**config.mk**
```make
export PLATFORM = sky130hd
export DESIGN_NAME = dbg_abscmd_seq
export DESIGN_NICKNAME = d
export VERILOG_FILES = /design/src/rtl/dbg_abscmd_pkg.sv /design/src/rtl/dbg_abscmd_decode.sv /design/src/rtl/dbg_abscmd_dispatch.sv /design/src/rtl/dbg_abscmd_sequencer.sv /design/src/rtl/dbg_abscmd_seq.sv
export SDC_FILE = /design/constraint.sdc
export NUM_CORES = 1
export LEC_CHECK = 0
export BUFFER_PORTS_ARGS = -buffer_cell sky130_fd_sc_hd__buf_4
export CELL_PAD_IN_SITES_DETAIL_PLACEMENT = 1
export CELL_PAD_IN_SITES_GLOBAL_PLACEMENT = 2
export CORE_ASPECT_RATIO = 1.1
export CORE_UTILIZATION = 21
export CTS_CLUSTER_DIAMETER = 150
export CTS_CLUSTER_SIZE = 40
export DETAILED_ROUTE_END_ITERATION = 10
export PLACE_DENSITY = 0.92
export SETUP_SLACK_MARGIN = 0.15
export SLEW_MARGIN = 20
export SYNTH_ARGS = -nofsm -noshare
export SYNTH_HDL_FRONTEND = slang
export SYNTH_SLANG_ARGS = --single-unit
```
**constraint.sdc**
```tcl
create_clock -name clk -period 4 [get_ports clk]
set_clock_uncertainty 0.1 [all_clocks]
set_input_delay 0.8 -clock clk [delete_from_list [all_inputs] [get_ports clk]]
set_output_delay 0.8 -clock clk [all_outputs]
set_load 0.05 [all_outputs]
```
**src/rtl/dbg_abscmd_pkg.sv**
```systemverilog
package dbg_abscmd_pkg;

    localparam logic [6:0]  OPC_SYSTEM   = 7'b1110011;
    localparam logic [31:0] INSN_EBREAK  = 32'h0010_0073;
    localparam logic [7:0]  CMDTYPE_REG  = 8'h00;
    localparam logic [2:0]  SIZE_WORD    = 3'd2;
    localparam logic [10:0] GPR_REGNO_HI = 11'h080;  // regno[15:5] for 0x1000..0x101F

    typedef enum logic [2:0] {
        ST_IDLE,
        ST_XFER,
        ST_PBUF,
        ST_BRK,
        ST_WAIT
    } seq_state_e;

    typedef enum logic [2:0] {
        ERR_NONE   = 3'd0,
        ERR_BUSY   = 3'd1,
        ERR_UNSUP  = 3'd2,
        ERR_EXCEPT = 3'd3
    } cmderr_e;

    typedef struct packed {
        logic       transfer;
        logic       write;
        logic       postexec;
        logic [4:0] gpr;
    } acc_cmd_t;

    // Move GPR into the debug CSR: csrrw x0, csr, rs1
    function automatic logic [31:0] insn_gpr_to_csr(input logic [11:0] csr, input logic [4:0] rs1);
        return {csr, rs1, 3'b001, 5'd0, OPC_SYSTEM};
    endfunction

    // Move the debug CSR into GPR: csrrs rd, csr, x0
    function automatic logic [31:0] insn_csr_to_gpr(input logic [11:0] csr, input logic [4:0] rd);
        return {csr, 5'd0, 3'b010, rd, OPC_SYSTEM};
    endfunction

endpackage

```
**src/rtl/dbg_abscmd_decode.sv**
```systemverilog
module dbg_abscmd_decode
    import dbg_abscmd_pkg::*;
(
    input  logic [31:0] cmd_word,
    output acc_cmd_t    cmd,
    output logic        supported
);
    logic [7:0]  f_type;
    logic [2:0]  f_size;
    logic [15:0] f_regno;
    logic        unused_bits;

    assign f_type      = cmd_word[31:24];
    assign f_size      = cmd_word[22:20];
    assign f_regno     = cmd_word[15:0];
    assign unused_bits = ^{cmd_word[23], cmd_word[19]};

    always_comb begin
        cmd.postexec = cmd_word[18];
        cmd.transfer = cmd_word[17];
        cmd.write    = cmd_word[16];
        cmd.gpr      = f_regno[4:0];
    end

    always_comb begin
        supported = (f_type == CMDTYPE_REG);
        if (cmd.transfer) begin
            if (f_size != SIZE_WORD)               supported = 1'b0;
            if (f_regno[15:5] != GPR_REGNO_HI)     supported = 1'b0;
        end
    end
endmodule

```
**src/rtl/dbg_abscmd_dispatch.sv**
```systemverilog
module dbg_abscmd_dispatch
    import dbg_abscmd_pkg::*;
#(
    parameter int PB_WORDS = 4,
    localparam int IDXW    = (PB_WORDS > 1) ? $clog2(PB_WORDS) : 1
)(
    input  logic                clk,
    input  logic                rst,
    input  logic                cmd_wr,
    input  acc_cmd_t            dec_cmd,
    input  logic                dec_ok,
    input  logic                data0_access,
    input  logic                auto_data0,
    input  logic                pbuf_access,
    input  logic [IDXW-1:0]     pbuf_idx,
    input  logic [PB_WORDS-1:0] auto_pbuf,
    input  logic [2:0]          cmderr_clr,
    input  logic                busy,
    input  logic                except_abort,
    output logic                start,
    output acc_cmd_t            start_cmd,
    output logic [2:0]          cmderr
);
    acc_cmd_t   last_q;
    logic [2:0] err_q;
    logic       auto_hit;
    logic       pb_hit;
    logic       set_err;
    cmderr_e    set_code;

    always_comb begin
        pb_hit = 1'b0;
        for (int i = 0; i < PB_WORDS; i++) begin
            if (pbuf_idx == IDXW'(i) && auto_pbuf[i]) pb_hit = 1'b1;
        end
    end

    assign auto_hit = (data0_access && auto_data0) || (pbuf_access && pb_hit);

    always_comb begin
        start     = 1'b0;
        start_cmd = last_q;
        set_err   = 1'b0;
        set_code  = ERR_NONE;
        if (err_q == 3'd0) begin
            if (except_abort) begin
                set_err  = 1'b1;
                set_code = ERR_EXCEPT;
            end else if (cmd_wr) begin
                if (busy) begin
                    set_err  = 1'b1;
                    set_code = ERR_BUSY;
                end else if (!dec_ok) begin
                    set_err  = 1'b1;
                    set_code = ERR_UNSUP;
                end else begin
                    start     = 1'b1;
                    start_cmd = dec_cmd;
                end
            end else if (auto_hit) begin
                if (busy) begin
                    set_err  = 1'b1;
                    set_code = ERR_BUSY;
                end else begin
                    start = 1'b1;
                end
            end
        end
    end

    always_ff @(posedge clk) begin
        if (rst) begin
            err_q  <= 3'd0;
            last_q <= '0;
        end else begin
            if (set_err) err_q <= set_code;
            else         err_q <= err_q & ~cmderr_clr;
            if (start && cmd_wr) last_q <= dec_cmd;
        end
    end

    assign cmderr = err_q;


    cmderr_sticky_chk: assert property (@(posedge clk) disable iff (rst)
        (err_q != 3'd0 && cmderr_clr == 3'd0) |=> $stable(err_q));


    no_start_on_err_chk: assert property (@(posedge clk) disable iff (rst)
        (err_q != 3'd0) |-> !start);


    busy_collision_chk: assert property (@(posedge clk) disable iff (rst)
        (busy && cmd_wr && err_q == 3'd0 && !except_abort) |=> (err_q == 3'd1));
endmodule

```
**src/rtl/dbg_abscmd_sequencer.sv**
```systemverilog
module dbg_abscmd_sequencer
    import dbg_abscmd_pkg::*;
#(
    parameter int          PB_WORDS  = 4,
    parameter logic [11:0] DATA0_CSR = 12'hbf0,
    localparam int         IDXW      = (PB_WORDS > 1) ? $clog2(PB_WORDS) : 1,
    localparam int         PBW       = 32 * PB_WORDS
)(
    input  logic           clk,
    input  logic           rst,
    input  logic           start,
    input  acc_cmd_t       start_cmd,
    input  logic [PBW-1:0] pbuf_words,
    input  logic           resume_req,
    output logic           busy,
    output logic           except_abort,
    output logic           instr_valid,
    input  logic           instr_ready,
    output logic [31:0]    instr_data,
    input  logic           core_ebreak,
    input  logic           core_except,
    output logic           core_resume
);
    localparam logic [IDXW-1:0] LAST_IDX = IDXW'(PB_WORDS - 1);

    seq_state_e     state_q;
    acc_cmd_t       cur_q;
    logic [IDXW-1:0] pidx_q;
    logic           phase_pb_q;
    logic           resume_q;
    logic           accept;

    always_comb begin
        instr_valid = 1'b0;
        instr_data  = 32'd0;
        unique case (state_q)
            ST_XFER: begin
                instr_valid = 1'b1;
                instr_data  = cur_q.write ? insn_csr_to_gpr(DATA0_CSR, cur_q.gpr)
                                          : insn_gpr_to_csr(DATA0_CSR, cur_q.gpr);
            end
            ST_PBUF: begin
                instr_valid = 1'b1;
                instr_data  = pbuf_words[32*int'(pidx_q) +: 32];
            end
            ST_BRK: begin
                instr_valid = 1'b1;
                instr_data  = INSN_EBREAK;
            end
            default: ;
        endcase
    end

    assign accept       = instr_valid && instr_ready;
    assign busy         = (state_q != ST_IDLE);
    assign except_abort = busy && core_except;

    always_ff @(posedge clk) begin
        if (rst) begin
            state_q    <= ST_IDLE;
            cur_q      <= '0;
            pidx_q     <= '0;
            phase_pb_q <= 1'b0;
        end else if (except_abort) begin
            state_q <= ST_IDLE;
        end else begin
            unique case (state_q)
                ST_IDLE: if (start) begin
                    cur_q      <= start_cmd;
                    pidx_q     <= '0;
                    phase_pb_q <= 1'b0;
                    if (start_cmd.transfer) begin
                        state_q <= ST_XFER;
                    end else if (start_cmd.postexec) begin
                        state_q    <= ST_PBUF;
                        phase_pb_q <= 1'b1;
                    end
                end
                ST_XFER: if (accept) state_q <= ST_BRK;
                ST_PBUF: if (accept) begin
                    if (pidx_q == LAST_IDX) state_q <= ST_BRK;
                    else                    pidx_q  <= pidx_q + 1'b1;
                end
                ST_BRK: if (accept) state_q <= ST_WAIT;
                ST_WAIT: if (core_ebreak) begin
                    if (cur_q.transfer && cur_q.postexec && !phase_pb_q) begin
                        state_q    <= ST_PBUF;
                        pidx_q     <= '0;
                        phase_pb_q <= 1'b1;
                    end else begin
                        state_q <= ST_IDLE;
                    end
                end
                default: state_q <= ST_IDLE;
            endcase
        end
    end

    always_ff @(posedge clk) begin
        if (rst) resume_q <= 1'b0;
        else     resume_q <= resume_req && (state_q == ST_IDLE) && !start;
    end
    assign core_resume = resume_q;


    stall_hold_chk: assert property (@(posedge clk) disable iff (rst)
        (instr_valid && !instr_ready && !core_except) |=> (instr_valid && $stable(instr_data)));


    wait_for_ebreak_chk: assert property (@(posedge clk) disable iff (rst)
        (state_q == ST_WAIT && !core_ebreak && !core_except) |=> busy);


    except_stops_chk: assert property (@(posedge clk) disable iff (rst)
        except_abort |=> !instr_valid);


    resume_idle_chk: assert property (@(posedge clk) disable iff (rst)
        core_resume |-> $past(!busy));


    pidx_range_chk: assert property (@(posedge clk) disable iff (rst)
        (state_q == ST_PBUF) |-> (int'(pidx_q) < PB_WORDS));
endmodule

```
**src/rtl/dbg_abscmd_seq.sv**
```systemverilog
module dbg_abscmd_seq
    import dbg_abscmd_pkg::*;
#(
    parameter int          PB_WORDS  = 4,
    parameter logic [11:0] DATA0_CSR = 12'hbf0,
    localparam int         IDXW      = (PB_WORDS > 1) ? $clog2(PB_WORDS) : 1
)(
    input  logic                   clk,
    input  logic                   rst,
    input  logic                   cmd_wr,
    input  logic [31:0]            cmd_word,
    input  logic                   data0_access,
    input  logic                   pbuf_access,
    input  logic [IDXW-1:0]        pbuf_idx,
    input  logic                   auto_data0,
    input  logic [PB_WORDS-1:0]    auto_pbuf,
    input  logic [32*PB_WORDS-1:0] pbuf_words,
    input  logic [2:0]             cmderr_clr,
    input  logic                   resume_req,
    output logic                   busy,
    output logic [2:0]             cmderr,
    output logic                   instr_valid,
    input  logic                   instr_ready,
    output logic [31:0]            instr_data,
    input  logic                   core_ebreak,
    input  logic                   core_except,
    output logic                   core_resume
);
    acc_cmd_t dec_cmd;
    logic     dec_ok;
    logic     start;
    acc_cmd_t start_cmd;
    logic     except_abort;

    dbg_abscmd_decode u_decode (
        .cmd_word  (cmd_word),
        .cmd       (dec_cmd),
        .supported (dec_ok)
    );

    dbg_abscmd_dispatch #(.PB_WORDS(PB_WORDS)) u_dispatch (
        .clk          (clk),
        .rst          (rst),
        .cmd_wr       (cmd_wr),
        .dec_cmd      (dec_cmd),
        .dec_ok       (dec_ok),
        .data0_access (data0_access),
        .auto_data0   (auto_data0),
        .pbuf_access  (pbuf_access),
        .pbuf_idx     (pbuf_idx),
        .auto_pbuf    (auto_pbuf),
        .cmderr_clr   (cmderr_clr),
        .busy         (busy),
        .except_abort (except_abort),
        .start        (start),
        .start_cmd    (start_cmd),
        .cmderr       (cmderr)
    );

    dbg_abscmd_sequencer #(.PB_WORDS(PB_WORDS), .DATA0_CSR(DATA0_CSR)) u_seq (
        .clk          (clk),
        .rst          (rst),
        .start        (start),
        .start_cmd    (start_cmd),
        .pbuf_words   (pbuf_words),
        .resume_req   (resume_req),
        .busy         (busy),
        .except_abort (except_abort),
        .instr_valid  (instr_valid),
        .instr_ready  (instr_ready),
        .instr_data   (instr_data),
        .core_ebreak  (core_ebreak),
        .core_except  (core_except),
        .core_resume  (core_resume)
    );


    valid_only_busy_chk: assert property (@(posedge clk) disable iff (rst)
        instr_valid |-> busy);


    unsup_no_start_chk: assert property (@(posedge clk) disable iff (rst)
        (cmd_wr && !dec_ok && !busy && cmderr == 3'd0) |=> (!busy && cmderr == 3'd2));
endmodule

```
==> run metrics <==
Via Count 2912; Inserted Clock Buffers 3; Gate Count Post-Synth 251; Worst-Margin Slew 0.916 ns; clock latency on the worst-skew pair 0.26 ns; crit start category register; Post-Layout Cell Count 601; crit end category output pin; ys async rst share 0%; vias in the first global route 3124; Mapped Nets 431; final hold vios 0; register area share after synthesis 20.8%; largest delay contributor family on the critical path simple AND/OR/NAND/NOR gates; Post-CTS Setup Repair Bufs 0; Core ar. 11500 um2; Filler Cells Inserted 1371; layout cell share with drive strength beyond 1 61.0%; setup violators final 0; MaxCap Viol Count 0; area of the mapped netlist 2510 um2; Final Slew Violations 0; first-pass GRT wire length 15.7 mm; area grow syn2layout 73.0%; hpwl dp 8.82 mm; ant diodes 0; Buffers on Ports 214; GRT overflow 0; die height 117 um; number of buffers and inverters on the critical path 1; post-DR vias/cell 4.85; Clock Path Buffers 2; critical path class reg2out; Post-Route WL 10.5 mm; pre-CTS WS 0.965 ns; Setup TNS Final 0 ns; DRC Markers 0; slowest stage cell, crit path nor2b_2; drt first pass iters 4; Synth area leaders mux4_2 (30%), dfxtp_1 (21%), nor2_1 (5.4%); placed insts 597; cts hold-fix bufs 0; status finished clean; routability cong. 0.754; initial antenna violation count 0; number of synthesized flops with an enable pin 0; Hold WC Path Type reg2reg; PwrDens 172 nW/um2; maximum vdd drop 0.170 mV; Synth top area share 29.6%; WP data arrival 2.32 ns; TritonCTS clock tree done; Critical Path RT 3.10 ns; nets@finish 632; #FFs+latches synth 26; fin crit share 80.6%; Initial Util 21.7%; final worst slack 0.776 ns; Max Fclk 310 MHz; CTS resizes 0; Distinct cells, synth 55; clk sinks 26; post-synth top area cell mux4_2; min cycle time layout 3.22 ns; total design power 0.000747 W; CP Max Fanout 21; H-tree level count 1; CTS Root Cell clkbuf_16; die width 106 um; YS warnings 0; syn_area_per_cell 9.99 um2; Worst-path clk slew 0.07 ns; post-route ant nets 0; Hold WS 0.404 ns; sequential cell area 522 um2; # rows 41; Slew HR 38.5%; GRT Util Overall 16.0%; die area 12400 um2; area of the multi-input gates 1850 um2; IO Pins 217; CP cell instances nor2b_1, nor2b_2, a22o_1, buf_4; RSZ-0062 raised after global routing no; 1st-iter DRT viols 80; largest net degree at the start of global routing 28; crit-path max cell delay 0.80 ns; drt wl/cell 17.4 um; Leak 1.88 nW; Synth Flop Type dfxtp_1
-- stage by stage --
stage / util [%] / cell area [um2]
after detailed placement: 36.8 / 4250
after CTS: 37.6 / 4340
after global placement: 36.8 / 4250
after global routing: 37.6 / 4340
final: 37.6 / 4340
after floorplan: - / 2510
-- layout make-up --
type,instances,area share [%]
Clock buffer,4,2.05
Inverter,6,0.519
Multi-Input combinational cell,196,42.6
Sequential cell,26,12.0
Tap cell,150,4.33
Timing Repair Buffer,219,38.5
-- placed cells by master, fill, tap and decap left out, drive strengths merged, types with 5 or more instances in the layout --
| cell | count |
|---|---|
| mux4 | 33 |
| buf | 219 |
| mux2i | 10 |
| nor3 | 6 |
| nor2b | 6 |
| a211oi | 7 |
| nand2 | 12 |
| and2 | 8 |
| a22o | 10 |
| a21oi | 20 |
| dfxtp | 26 |
| inv | 5 |
| nor2 | 37 |
-- sequential cells by signal (all words and copies together) (netlist names) --
signal / flops
u_dispatch.cmderr: 3
u_dispatch.last_q: 8
u_seq.core_resume: 1
u_seq.cur_q: 8
u_seq.phase_pb_q: 1
u_seq.pidx_q: 2
u_seq.state_q: 3
-- power by group --
group | switching [W] | leakage, nW | internal [W]
combinational | 0.0000730 | 1.62 | 0.000154
sequential | 0.00000731 | 0.212 | 0.000267
clock | 0.0000924 | 0.0442 | 0.000153
total | 0.000173 | 1.88 | 0.000574
-- synthesized netlist by cell type, drive strengths merged (3+ instances only) --
| cell | instances |
|---|---|
| and2 | 8 |
| a22o | 10 |
| nor2b | 6 |
| o21ai | 4 |
| clkbuf | 15 |
| buf | 8 |
| nor4 | 3 |
| mux2i | 10 |
| nand2 | 12 |
| nor4b | 3 |
| a21oi | 20 |
| nand4 | 3 |
| a211oi | 7 |
| nor3b | 4 |
| nor2 | 37 |
| a21o | 4 |
| inv | 5 |
| mux4 | 33 |
| nor3 | 6 |
| dfxtp | 26 |
-- worst reg2reg max path: cells and delay by family (launching register included) --
family	cells	cell delay [ns]
DFF	1	0.31
and+or+nand+nor	2	0.49
buffers and inverters	1	0.20
muxes	1	0.38
AOI/OAI and AO/OA	3	0.75
-- kinds of logic after synthesis --
kind of cell               count (synthesis)  share of synthesized area [%]
AOI/OAI and AO/OA                         60                           19.3
adders and majority gates                  1                          0.499
buffers and inverters                     29                           5.69
DFF                                       26                           20.8
muxes                                     44                           34.2
and+or+nand+nor                           91                           19.5
-- worst paths after layout --
kind                          end  cells past startpoint            startpoint  slack [ns]
max                instr_data[19]                      4      u_seq.state_q[1]        0.78
min reg2reg  u_dispatch.last_q[4]                      2  u_dispatch.last_q[4]        0.40
min          u_dispatch.last_q[4]                      2  u_dispatch.last_q[4]        0.40
max reg2reg      u_seq.state_q[1]                      7      u_seq.state_q[1]        1.67
-- per-layer routing --
layer,vias up,share of wire [%],global-route usage (%)
met1,1447,37,18.7
met2,87,58,31.3
met3,6,4.6,3.07
met4,0,0.55,1.20
met5,-,0,0
li1,1372,-,-
(Power assumes the default switching activity.)
